File: src/rtl/ledctl_pkg.sv
package ledctl_pkg;
  localparam int LED_W = 4;

  typedef enum logic [1:0] {
    ST_IDLE  = 2'd0,
    ST_CHASE = 2'd1,
    ST_BLINK = 2'd2
  } style_e;

  typedef logic [1:0] speed_t;

  localparam logic [LED_W-1:0] LED_ALL_ON  = 4'b1111;
  localparam logic [LED_W-1:0] CHASE_START = 4'b0001;
  localparam logic [LED_W-1:0] BLINK_START = 4'b0110;
endpackage

File: src/rtl/btn_filter.sv
module btn_filter #(
  parameter int DB_CYC = 1_000_000
) (
  input  logic clk,
  input  logic rst_n,
  input  logic btn_n_i,
  output logic press_o
);
  localparam int CW = $clog2(DB_CYC + 1);
  localparam logic [CW-1:0] CNT_SAT  = CW'(DB_CYC);
  localparam logic [CW-1:0] CNT_FIRE = CW'(DB_CYC - 1);

  logic [1:0]    sync_q;
  logic [CW-1:0] cnt_q, cnt_d;
  logic          btn_low;

  assign btn_low = ~sync_q[1];

  always_ff @(posedge clk or negedge rst_n) begin
    if (!rst_n) sync_q <= 2'b11;
    else        sync_q <= {sync_q[0], btn_n_i};
  end

  always_comb begin
    cnt_d = cnt_q;
    if (!btn_low)                cnt_d = '0;
    else if (cnt_q != CNT_SAT)   cnt_d = cnt_q + 1'b1;
  end

  always_ff @(posedge clk or negedge rst_n) begin
    if (!rst_n) cnt_q <= '0;
    else        cnt_q <= cnt_d;
  end

  assign press_o = btn_low && (cnt_q == CNT_FIRE);

  AST_SINGLE_PULSE: assert property (@(posedge clk) disable iff (!rst_n)
    press_o |=> !press_o);
endmodule

File: src/rtl/mode_fsm.sv
module mode_fsm
  import ledctl_pkg::*;
(
  input  logic   clk,
  input  logic   rst_n,
  input  logic   style_p_i,
  input  logic   speed_p_i,
  output style_e style_q_o,
  output style_e style_d_o,
  output speed_t speed_q_o,
  output logic   load_o
);
  style_e style_q, style_d;
  speed_t speed_q, speed_d;

  always_comb begin
    style_d = style_q;
    speed_d = speed_q;
    if (style_q == ST_IDLE) begin
      if (style_p_i) begin
        style_d = ST_CHASE;
        speed_d = '0;
      end else if (speed_p_i) begin
        style_d = ST_BLINK;
        speed_d = '0;
      end
    end else begin
      if (speed_p_i) begin
        speed_d = speed_q + 2'd1;
      end else if (style_p_i) begin
        style_d = (style_q == ST_CHASE) ? ST_BLINK : ST_CHASE;
        speed_d = '0;
      end
    end
  end

  always_ff @(posedge clk or negedge rst_n) begin
    if (!rst_n) begin
      style_q <= ST_IDLE;
      speed_q <= '0;
    end else begin
      style_q <= style_d;
      speed_q <= speed_d;
    end
  end

  assign style_q_o = style_q;
  assign style_d_o = style_d;
  assign speed_q_o = speed_q;
  assign load_o    = style_p_i | speed_p_i;

  AST_IDLE_STYLE_WINS: assert property (@(posedge clk) disable iff (!rst_n)
    (style_q == ST_IDLE && style_p_i) |=> (style_q == ST_CHASE && speed_q == 2'd0));
  AST_SPEED_STEP: assert property (@(posedge clk) disable iff (!rst_n)
    (style_q != ST_IDLE && speed_p_i) |=>
      (speed_q == $past(speed_q) + 2'd1 && style_q == $past(style_q)));
  AST_STYLE_FLIP: assert property (@(posedge clk) disable iff (!rst_n)
    (style_q != ST_IDLE && style_p_i && !speed_p_i) |=>
      (speed_q == 2'd0 && style_q != ST_IDLE && style_q != $past(style_q)));
endmodule

File: src/rtl/pattern_gen.sv
module pattern_gen
  import ledctl_pkg::*;
#(
  parameter int UNIT_CYC = 25_000_000
) (
  input  logic             clk,
  input  logic             rst_n,
  input  style_e           style_q_i,
  input  style_e           style_d_i,
  input  speed_t           speed_q_i,
  input  logic             load_i,
  output logic [LED_W-1:0] led_o
);
  localparam int PW = $clog2(4 * UNIT_CYC + 1);

  logic [PW-1:0]    cnt_q, cnt_d, limit;
  logic [LED_W-1:0] pat_q, pat_d;
  logic             active, step_en;

  always_comb begin
    unique case (speed_q_i)
      2'd0:    limit = PW'(UNIT_CYC - 1);
      2'd1:    limit = PW'(2 * UNIT_CYC - 1);
      2'd2:    limit = PW'(3 * UNIT_CYC - 1);
      default: limit = PW'(4 * UNIT_CYC - 1);
    endcase
  end

  assign active  = (style_q_i != ST_IDLE);
  assign step_en = active && !load_i && (cnt_q == limit);

  always_comb begin
    cnt_d = cnt_q;
    pat_d = pat_q;
    if (load_i) begin
      cnt_d = '0;
      pat_d = (style_d_i == ST_BLINK) ? BLINK_START : CHASE_START;
    end else if (step_en) begin
      cnt_d = '0;
      pat_d = (style_q_i == ST_CHASE) ? {pat_q[0], pat_q[LED_W-1:1]} : ~pat_q;
    end else if (active) begin
      cnt_d = cnt_q + 1'b1;
    end
  end

  always_ff @(posedge clk or negedge rst_n) begin
    if (!rst_n) begin
      cnt_q <= '0;
      pat_q <= CHASE_START;
    end else begin
      cnt_q <= cnt_d;
      pat_q <= pat_d;
    end
  end

  assign led_o = active ? pat_q : LED_ALL_ON;

  AST_CHASE_ONEHOT: assert property (@(posedge clk) disable iff (!rst_n)
    (style_q_i == ST_CHASE) |-> ($countones(pat_q) == 1));
  AST_BLINK_INVERT: assert property (@(posedge clk) disable iff (!rst_n)
    (style_q_i == ST_BLINK && step_en) |=> (pat_q == ~$past(pat_q)));
  AST_CNT_IN_PERIOD: assert property (@(posedge clk) disable iff (!rst_n)
    cnt_q <= limit);
  AST_LOAD_RESTART: assert property (@(posedge clk) disable iff (!rst_n)
    load_i |=> (cnt_q == '0));
endmodule

File: src/rtl/led_mode_ctrl.sv
module led_mode_ctrl
  import ledctl_pkg::*;
#(
  parameter int CLK_HZ      = 50_000_000,
  parameter int DEBOUNCE_US = 20_000
) (
  input  logic             clk,
  input  logic             rst_n,
  input  logic             btn_style_n,
  input  logic             btn_speed_n,
  output logic [LED_W-1:0] led
);
  localparam longint DB_L     = (longint'(CLK_HZ) * longint'(DEBOUNCE_US)) / 64'sd1_000_000;
  localparam int     DB_CYC   = (DB_L < 1) ? 1 : int'(DB_L);
  localparam int     UNIT_CYC = (CLK_HZ / 2 < 1) ? 1 : CLK_HZ / 2;

  logic [1:0] rst_sync_q;
  logic       rst_ni;
  logic [1:0] raw_n, press;
  style_e     style_q, style_d;
  speed_t     speed_q;
  logic       load;

  always_ff @(posedge clk or negedge rst_n) begin
    if (!rst_n) rst_sync_q <= 2'b00;
    else        rst_sync_q <= {rst_sync_q[0], 1'b1};
  end
  assign rst_ni = rst_sync_q[1];

  assign raw_n = {btn_speed_n, btn_style_n};

  for (genvar gi = 0; gi < 2; gi++) begin : g_btn
    btn_filter #(.DB_CYC(DB_CYC)) u_filter (
      .clk     (clk),
      .rst_n   (rst_ni),
      .btn_n_i (raw_n[gi]),
      .press_o (press[gi])
    );
  end

  mode_fsm u_fsm (
    .clk       (clk),
    .rst_n     (rst_ni),
    .style_p_i (press[0]),
    .speed_p_i (press[1]),
    .style_q_o (style_q),
    .style_d_o (style_d),
    .speed_q_o (speed_q),
    .load_o    (load)
  );

  pattern_gen #(.UNIT_CYC(UNIT_CYC)) u_pat (
    .clk       (clk),
    .rst_n     (rst_ni),
    .style_q_i (style_q),
    .style_d_i (style_d),
    .speed_q_i (speed_q),
    .load_i    (load),
    .led_o     (led)
  );

  AST_RESET_ALL_ON: assert property (@(posedge clk) disable iff (!rst_ni)
    (style_q == ST_IDLE) |-> (led == LED_ALL_ON));
endmodule

File: config.mk
export PLATFORM = sky130hd
export DESIGN_NAME = led_mode_ctrl
export DESIGN_NICKNAME = d
export VERILOG_FILES = /design/src/rtl/ledctl_pkg.sv /design/src/rtl/btn_filter.sv /design/src/rtl/mode_fsm.sv /design/src/rtl/pattern_gen.sv /design/src/rtl/led_mode_ctrl.sv
export SDC_FILE = /design/constraint.sdc
export NUM_CORES = 1
export LEC_CHECK = 0
export BUFFER_PORTS_ARGS = -buffer_cell sky130_fd_sc_hd__buf_2
export CORE_ASPECT_RATIO = 1.4
export CORE_MARGIN = 3
export CORE_UTILIZATION = 35
export CTS_CLUSTER_SIZE = 25
export DETAILED_ROUTE_END_ITERATION = 10
export HOLD_SLACK_MARGIN = 0.1
export PLACE_DENSITY = 0.53
export SKIP_LAST_GASP = 1
export SYNTH_ARGS = -nofsm -noshare
export SYNTH_HDL_FRONTEND = slang
export SYNTH_SLANG_ARGS = --single-unit
File: constraint.sdc
create_clock -name clk -period 2.3 [get_ports clk]
set_input_delay 0.23 -clock clk [delete_from_list [all_inputs] [get_ports clk]]
set_output_delay 0.23 -clock clk [all_outputs]
set_load 0.01 [all_outputs]
; Word-level counts from Yosys, hierarchy flattened
; Cells that the tools add are included.
[totals]
output_inout_bits = 4
wordCells = 63
in_bits = 4
regBits = 81
[op_classes]
n_bitwise = 4
muxes = 24
eq_ne = 9
reduce_logical = 13
add_sub_neg = 4
[ops]
columns = cell, count
row1 = $mux W27, 3
row2 = $pmux W27 S3, 1
row3 = $mux W20, 4
row4 = $add A20 B1 Y20 const B, 2
row5 = $eq A20 B20 Y1 const B, 2
row6 = $ne A20 B20 Y1 const B, 2
row7 = $add A27 B1 Y27 const B, 1
row8 = $eq A27 B27 Y1, 1
row9 = $mux W2, 11
row10 = $mux W4, 4
row11 = $reduce_bool A2 Y1, 5
row12 = $eq A2 B1 Y1 const B, 2
row13 = $eq A2 B2 Y1 const B, 2
row14 = $logic_and A1 B1 Y1, 4
row15 = $logic_not A2 Y1, 2
row16 = $not A4 Y4, 1
row17 = $mux W3, 1
row18 = $reduce_bool A3 Y1, 1
row19 = $add A2 B1 Y2 const B, 1
row20 = $not A1 Y1, 2
row21 = $logic_not A1 Y1, 1
row22 = $or A1 B1 Y1, 1

; Logic depth before layout (Yosys ltp)
; Gate-level depths: netlist (run 1).
[depth]
depth_word = 8
ltp_mapped = 10
ltp_nobuf = 8

; By module
; From an unflattened synthesis (run 1), not the netlist that was laid out.
[unflattened]
hier_cells = 468
hier_area_um2 = 4444.3
[modules_own_cells]
columns = module, seq_area_each_um2, n_inst, area_each_um2, cells_each
row1 = btn_filter, 553.0, 2, 1194.9, 123
row2 = pattern_gen, 777.0, 1, 1796.7, 200
row3 = mode_fsm, 100.1, 1, 203.9, 19
row4 = led_mode_ctrl, 50.0, 1, 53.8, 3

; Worst setup path after synthesis (run 1)
; OpenSTA, ideal clock, no wires.
[synth_timing]
kind = flip-flop to flip-flop
from = reg g_btn[0].u_filter.cnt_q[15]
to = reg u_pat.pat_q[2]
synth_period_minus_slack_ns = 2.341
t_arrival_ns = 2.220
setup_slack_ns = -0.041
required_time_ns = 2.179
path_stages_with_launch = 8
path_buffers = 1
setup_ns = 0.121
cell_sequence = dfrtp_1 or4_1 or4_4 or4_4 buf_6 nand2_1 a21oi_1 o22a_1
[synth_via]
elab_chain_len = 8
word_cells_on_any_way = 14
cone_classes = 2 x eq/ne / 6 x mux / 1 x bitwise / 5 x reduce/logical
[synth_rtl]
columns = item, line
row1 = start: declaration, btn_filter.sv:14  ; logic [CW-1:0] cnt_q, cnt_d;
row2 = start signal: assignment, btn_filter.sv:32  ; else cnt_q <= cnt_d;
row3 = $eq A20 B20 Y1 (*), btn_filter.sv:35  ; assign press_o = btn_low && (cnt_q == CNT_FIRE);
row4 = $logic_and A1 B1 Y1 (*), btn_filter.sv:35
row5 = $mux W2, mode_fsm.sv:30  ; end else if (style_p_i) begin
row6 = $mux W2, mode_fsm.sv:28  ; if (speed_p_i) begin
row7 = $mux W2, mode_fsm.sv:19  ; if (style_q == ST_IDLE) begin
row8 = $eq A2 B2 Y1, pattern_gen.sv:37  ; pat_d = (style_d_i == ST_BLINK) ? BLINK_START : CHASE_START;
row9 = $mux W3, pattern_gen.sv:37
row10 = $mux W4, pattern_gen.sv:35  ; if (load_i) begin
row11 = end signal: assignment, pattern_gen.sv:52  ; pat_q <= pat_d;
row12 = end: declaration, pattern_gen.sv:17  ; logic [LED_W-1:0] pat_q, pat_d;
; Every way passes the cells marked *; elsewhere a longest branch is shown, timed or not.
; A chain may end at the register's enable or synchronous reset.

; Worst setup path in the final report (run 1)
[layout_timing]
from = reg g_btn[0].u_filter.cnt_q[15]
to = reg u_pat.cnt_q[25]
[layout_via]
elab_chain_len = 8
word_cells_on_any_way = 9
cone_classes = 1 x eq/ne / 2 x mux / 1 x bitwise / 5 x reduce/logical
[layout_rtl]
columns = item, line
row1 = $eq A20 B20 Y1 (*), btn_filter.sv:35
row2 = $logic_and A1 B1 Y1 (*), btn_filter.sv:35
row3 = $or A1 B1 Y1 (*), mode_fsm.sv:50  ; assign load_o = style_p_i | speed_p_i;
row4 = $logic_not A1 Y1, pattern_gen.sv:30  ; assign step_en = active && !load_i && (cnt_q == limit);
row5 = $logic_and A1 B1 Y1 (2 in a row), pattern_gen.sv:30
row6 = $mux W27, pattern_gen.sv:38  ; end else if (step_en) begin
row7 = $mux W27, pattern_gen.sv:35
row8 = end signal: assignment, pattern_gen.sv:51  ; cnt_q <= cnt_d;
row9 = end: declaration, pattern_gen.sv:16  ; logic [PW-1:0] cnt_q, cnt_d, limit;
; Marked as above.

==> results of run 1 <==
Yosys cell counts (2+ instances only):
master     number
or4_4           2
dfstp_2         5
and4_1          3
nor2b_1         4
and3_1         12
ha_1           10
buf_2           3
and2_1          7
mux2i_1         3
buf_6           3
inv_1          14
nor3_1          7
o21bai_1        2
nor3b_1         2
nand2b_1        3
nor2_1         83
xor2_1         34
o21ai_0        11
a21oi_1        13
nand2_1        22
or4_1           3
clkbuf_1        7
nand4_1        12
or2_2           4
dfrtp_1        76
nand3_1        29
o2111ai_1       2
or3_1           7
xnor2_1        26
nor4_1          9
state kept, by name (all words and copies together), names as in the netlist:
name,count
g_btn.u_filter.cnt_q,40
g_btn.u_filter.sync_q,4
rst_sync_q,2
u_fsm.speed_q_o,2
u_fsm.style_q_o,2
u_pat.cnt_q,27
u_pat.pat_q,4
report_power, final:
part / internal (mW) / switching (mW)
combinational: 0.0303 / 0.0466
clock: 1.00 / 0.542
sequential: 1.44 / 0.0226
worst max-delay path: stages (launching register included):
cell and delay (ns):
dfrtp_1 0.37, or4_1 0.51, or4_4 0.43, or4_4 0.56
nand3_4 0.16, clkbuf_16 0.18, nor2_2 0.03
final timing paths:
kind	end	slack, ns	startpoint
max	u_pat.cnt_q[25]	-0.06	g_btn[0].u_filter.cnt_q[15]
min	rst_sync_q[1]	0.22	rst_n
max reg2reg	u_pat.cnt_q[25]	-0.06	g_btn[0].u_filter.cnt_q[15]
min reg2reg	g_btn[1].u_filter.cnt_q[19]	0.30	rst_sync_q[1]
max in group asynchronous	g_btn[1].u_filter.sync_q[1]	1.32	rst_sync_q[1]
min in group clk	g_btn[1].u_filter.sync_q[1]	0.35	g_btn[1].u_filter.sync_q[0]
what timing repair did:
action | in CTS | in global routing
resized for setup | 1 | 20
setup endpoints to repair | 32 | 35
buffers inserted | 2 | 2
hold buffers | 3 | 0
pin swaps | 0 | 3
hold endpoints to repair | 4 | 0
gates cloned | 0 | 1
stage by stage:
| stage | util | setup TNS (ns) |
|---|---|---|
| after floorplan | - | -0.537 |
| after global placement | 0.407 | -0.135 |
| after detailed placement | 0.407 | -0.801 |
| after CTS | 0.439 | -0.816 |
| after global routing | 0.449 | -4.03 |
| final | 0.449 | -1.11 |
final cells by class:
class	count	area, sq um
Clock inverter	5	77.6
Multi-Input combinational cell	330	2120
Sequential cell	81	2040
Timing Repair Buffer	58	468
Tap cell	144	180
Inverter	14	52.6
Fill cell	1102	6380
Clock buffer	11	253
kinds of logic after synthesis:
family,after synthesis,share of synthesized area
AOI/OAI and AO/OA,36,0.0526
xor gates and xnor gates,60,0.125
adders and majority gates,10,0.0297
buffers and inverters,28,0.0312
DFF,81,0.483
muxes,4,0.00981
other,1,0.000891
and+or+nand+nor,219,0.268
metal layers:
| metal | up-vias | share of wire | GRT usage |
|---|---|---|---|
| li1 | 1606 | - | - |
| met1 | 1556 | 0.44 | 0.175 |
| met2 | 31 | 0.51 | 0.241 |
| met3 | 17 | 0.020 | 0.0216 |
| met4 | 0 | 0.024 | 0.0721 |
| met5 | - | 0 | 0 |
==> results.sh, run 1 <==
export IMPL_finalClockSkew_ns=0.00469
export IMPL_dpl_cell_area_sq_um=4700
export IMPL_yosys_warnings=0
export IMPL_stdcell_count=643
export IMPL_grt_pass1_vias=3279
export IMPL_remaining_drc_errors=0
export IMPL_worstPathArrival_ns=2.58
export IMPL_synth_cell_types=51
export IMPL_tightestPinTransition_ns=0.506
export IMPL_setup_violations=31
export IMPL_place_inst=619
export IMPL_cp_required_ns=2.52
export IMPL_slew_headroom=0.663
export IMPL_ys_seq_area_frac=0.483
export IMPL_syn_area_sq_um=4210
export IMPL_fin_area_sq_um=5190
export IMPL_hpwl_um=6200
export IMPL_routed_via_density=4.99
export IMPL_min_period_over_period=1.02
export IMPL_synthesis_nets=453
export IMPL_final_antenna_net_count=0
export IMPL_design_die_area_sq_um=13400
export IMPL_die_x_um=98.7
export IMPL_maxCapViolCount=0
export IMPL_track_usage=0.142
export IMPL_hold_violations=0
export IMPL_fmax_mhz=424
export IMPL_violations="negative setup slack"
export IMPL_vias=3210
export IMPL_preCtsSetupSlack_ns=-0.0456
export IMPL_cts_root_buffer="clkbuf_16"
export IMPL_numCtsBuffers=9
export IMPL_drive_gt1_frac=0.212
export IMPL_diodes=0
export IMPL_final_nets=508
export IMPL_yosys_area_top_type="dfrtp_1"
export IMPL_synth_area_per_cell_sq_um=9.59
export IMPL_ys_async_sr_fraction=1.00
export IMPL_rsz0062_at_grt="true"
export IMPL_ir_drop_uv=412
export IMPL_critPathKind="reg2reg"
export IMPL_drt_iter0_drc=92
export IMPL_drt_pass1_iterations=4
export IMPL_pwr_density_cell_nw_per_um2=595
export IMPL_grt_pass1_wl_um=15300
export IMPL_syn_to_final_growth_pct=23.3
export IMPL_coreArea_sq_um=11600
export IMPL_cts_sinks=81
export IMPL_p_leak_nw=2.24
export IMPL_crit_fanout=7
export IMPL_period_needed_ns=2.36
export IMPL_setup_slack_ns=-0.0558
export IMPL_synth_ff_type="dfrtp_1"
export IMPL_grt_max_degree=39
export IMPL_wl_per_cell_um=13.4
export IMPL_rows=46
export IMPL_synth_area_leaders="dfrtp_1, nor2_1, xor2_1"
export IMPL_most_common_layout_cells="dfrtp_1, nor2_1, buf_4"
export IMPL_min_path_type="in2async"
export IMPL_cp_start_kind="flip-flop"
export IMPL_cts_buffer_depth=2
export IMPL_antenna_found_initial=0
export IMPL_wirelength_um=8640
export IMPL_final_common_cell="dfrtp_1"
export IMPL_pin_count=8
export IMPL_tritoncts="done"
export IMPL_synth_seq_cells=81
export IMPL_outcome="complete, but fails checks"
export IMPL_initial_core_util=0.364
export IMPL_clk_latency_ns=0.33
export IMPL_yosysTopAreaCellShare=0.452
export IMPL_portBuffers=7
export IMPL_routabilityCongestion=0.830
export IMPL_p_total_mw=3.09
export IMPL_grt_overflow=0
export IMPL_report_final_slew_viol_count=0
export IMPL_h_tree_depth=3
export IMPL_die_y_um=136
export IMPL_hold_slack_ns=0.216
export IMPL_netlist_instances=439
export IMPL_end_kind="flip-flop"
export IMPL_cts_clk_slew_worst_paths_ns=0.06
export IMPL_synth_edff_count=0
export IMPL_reg2regPathDepth=6
Note: power is estimated with default switching activity, not from simulation.
==> run 2: changes to the inputs <==
--- a/config.mk
+++ b/config.mk
@@ -5,7 +5,7 @@
 export SDC_FILE = /design/constraint.sdc
 export NUM_CORES = 1
 export LEC_CHECK = 0
-export BUFFER_PORTS_ARGS = -buffer_cell sky130_fd_sc_hd__buf_2
+export BUFFER_PORTS_ARGS = -buffer_cell sky130_fd_sc_hd__buf_4
 export CORE_ASPECT_RATIO = 1.4
 export CORE_MARGIN = 3
 export CORE_UTILIZATION = 35
@@ -16,4 +16,5 @@
 export SKIP_LAST_GASP = 1
 export SYNTH_ARGS = -nofsm -noshare
 export SYNTH_HDL_FRONTEND = slang
+export SYNTH_HIERARCHICAL = 1
 export SYNTH_SLANG_ARGS = --single-unit
==> results.sh, run 2 <==
export IMPL_worstPathArrival_ns=3.01
export IMPL_setup_violations=31
export IMPL_cp_required_ns=2.51
export IMPL_min_path_type="in2async"
export IMPL_grt_pass1_vias=3620
export IMPL_diodes=0
export IMPL_hold_violations=0
export IMPL_synthesis_nets=482
export IMPL_netlist_instances=468
export IMPL_largest_register="g_btn.u_filter/cnt_q"
export IMPL_fmax_mhz=356
export IMPL_crit_fanout=4
export IMPL_fillerInstances=1180
export IMPL_p_total_mw=3.12
export IMPL_period_needed_ns=2.81
export IMPL_antenna_found_initial=0
export IMPL_yosys_area_top_type="dfrtp_1"
export IMPL_grt_pass1_wl_um=17100
export IMPL_grt_overflow=0
export IMPL_critPathKind="reg2reg"
export IMPL_drt_iter0_drc=105
export IMPL_outcome="complete, but fails checks"
export IMPL_synth_edff_count=0
export IMPL_ir_drop_uv=362
export IMPL_routed_via_density=5.15
export IMPL_preCtsSetupSlack_ns=-0.660
export IMPL_end_kind="flip-flop"
export IMPL_largest_reg_flops=40
export IMPL_min_period_over_period=1.22
export IMPL_dpl_cell_area_sq_um=5220
export IMPL_remaining_drc_errors=0
export IMPL_drive_gt1_frac=0.261
export IMPL_track_usage=0.149
export IMPL_coreArea_sq_um=12400
export IMPL_yosys_warnings=6
export IMPL_syn_to_final_growth_pct=28.5
export IMPL_wirelength_um=10100
export IMPL_setup_slack_ns=-0.509
export IMPL_pin_count=8
export IMPL_hpwl_um=7240
export IMPL_clk_latency_ns=0.33
export IMPL_numCtsBuffers=9
export IMPL_fin_area_sq_um=5710
export IMPL_initial_core_util=0.359
export IMPL_tns_ns=-14.04
export IMPL_cts_clk_slew_worst_paths_ns=0.06
export IMPL_p_leak_nw=2.45
export IMPL_synth_area_leaders="dfrtp_1, xor2_1, nor2_1"
export IMPL_fin_util=0.461
export IMPL_grt_max_degree=80
export IMPL_yosysMostFrequentCell="dfrtp_1"
export IMPL_final_nets=564
export IMPL_tritoncts="done"
export IMPL_reg_top3="g_btn.u_filter/cnt_q: 40 flops, u_pat/cnt_q: 27 flops"
export IMPL_design_die_area_sq_um=14100
export IMPL_final_common_cell="buf_4"
export IMPL_cts_root_buffer="clkbuf_16"
export IMPL_ys_async_sr_fraction=1.00
export IMPL_cp_start_kind="flip-flop"
export IMPL_synth_ff_type="dfrtp_1"
export IMPL_violations="negative setup slack"
export IMPL_rsz0062_at_grt="true"
export IMPL_report_final_slew_viol_count=0
export IMPL_maxCapViolCount=0
export IMPL_ys_seq_area_frac=0.457
export IMPL_synth_seq_cells=81
export IMPL_stdcell_count=705
export IMPL_finalClockSkew_ns=0.00835
export IMPL_yosys_top_cells_count="dfrtp_1, nor2_1, nand2_1, xor2_1, nand3_1"
export IMPL_die_x_um=101
export IMPL_h_tree_depth=3
export IMPL_vias=3629
export IMPL_pwr_density_cell_nw_per_um2=546
export IMPL_die_y_um=139
export IMPL_synth_area_per_cell_sq_um=9.50
export IMPL_hold_slack_ns=0.216
export IMPL_rows=48
export IMPL_synth_cell_types=60
export IMPL_place_inst=679
export IMPL_final_antenna_net_count=0
export IMPL_wl_per_cell_um=14.3
export IMPL_drt_pass1_iterations=4
export IMPL_syn_area_sq_um=4440
export IMPL_yosysTopAreaCellShare=0.428
export IMPL_cts_buffer_depth=2
export IMPL_cts_sinks=81
export IMPL_routabilityCongestion=0.790
export IMPL_most_common_layout_cells="buf_4, dfrtp_1, nor2_1"
export IMPL_portBuffers=7
## run 2: changes by cell type in the layout (fill, tap and decap cells not counted), moves of 9 or more
cell     before  now
a21oi_1      13   24
buf_4        45   78
nand2_1      22   33
nor2_2       11    1
o31ai_1       1   12
xnor2_1      26   17
## run 2: layout make-up
type | instances | area (sq um) | area share
Timing Repair Buffer | 86 | 689 | 0.121
Clock buffer | 10 | 239 | 0.0419
Multi-Input combinational cell | 357 | 2410 | 0.422
Sequential cell | 81 | 2040 | 0.357
Tap cell | 150 | 188 | 0.0329
Clock inverter | 6 | 90.1 | 0.0158
Inverter | 15 | 56.3 | 0.00986
## run 2: worst paths after layout
| path | end | start | cells past startpoint | slack (ns) |
|---|---|---|---|---|
| max in group asynchronous | u_pat/pat_q[0] | rst_sync_q[1] | 1 | 1.58 |
| min reg2reg | g_btn[0].u_filter/cnt_q[4] | rst_sync_q[1] | 1 | 0.32 |
| min | rst_sync_q[1] | rst_n | 2 | 0.22 |
| min in group clk | g_btn[1].u_filter/sync_q[1] | g_btn[1].u_filter/sync_q[0] | 0 | 0.36 |
| max | u_pat/pat_q[2] | g_btn[0].u_filter/cnt_q[14] | 11 | -0.51 |
| max reg2reg | u_pat/pat_q[2] | g_btn[0].u_filter/cnt_q[14] | 11 | -0.51 |
## run 2: critical path: stages, from the launching register on
cell and delay, ns:
dfrtp_1 0.39, nor4bb_2 0.18, nand4_1 0.12, buf_6 0.13
nor4_4 0.04, or2_4 0.26, or4_4 0.49, a2111oi_4 0.20
o2111ai_2 0.19, or4_4 0.49, o21ai_1 0.13, a21oi_1 0.07
## run 2: kinds of logic (layout without fill, tap and decap cells)
logic type               after synthesis  in the layout  synth area share
adder cells (fa/ha/maj)               10             10            0.0282
buffers and inverters                 30            117            0.0391
flip-flops                            81             81             0.457
multiplexers                           4              4            0.0101
XOR/XNOR                              46             46            0.0907
AND/OR/NAND/NOR                      228            228             0.279
AO/OA/AOI/OAI                         68             68            0.0949
other                                  1              1          0.000844
## run 2: what timing repair did
item                                    CTS  global route
pin swaps                                 6             5
setup buffers                             4             4
resized for setup                        11             3
endpoints found under the hold margin     4             0
endpoints found under the setup margin   31            31
hold buffers                              3             0
## run 2: metal layers
metal,GRT usage,vias up,wire length (um)
met5,0,-,0
met2,0.268,32,5400
met4,0.0483,0,181
met3,0.0226,11,167
met1,0.179,1768,4310
li1,-,1818,-
## run 2: report_power, final
part	switching (mW)	leakage, nW	internal [mW]
registers	0.00946	1.10	1.44
logic	0.0659	1.19	0.0364
clock network	0.581	0.159	0.984
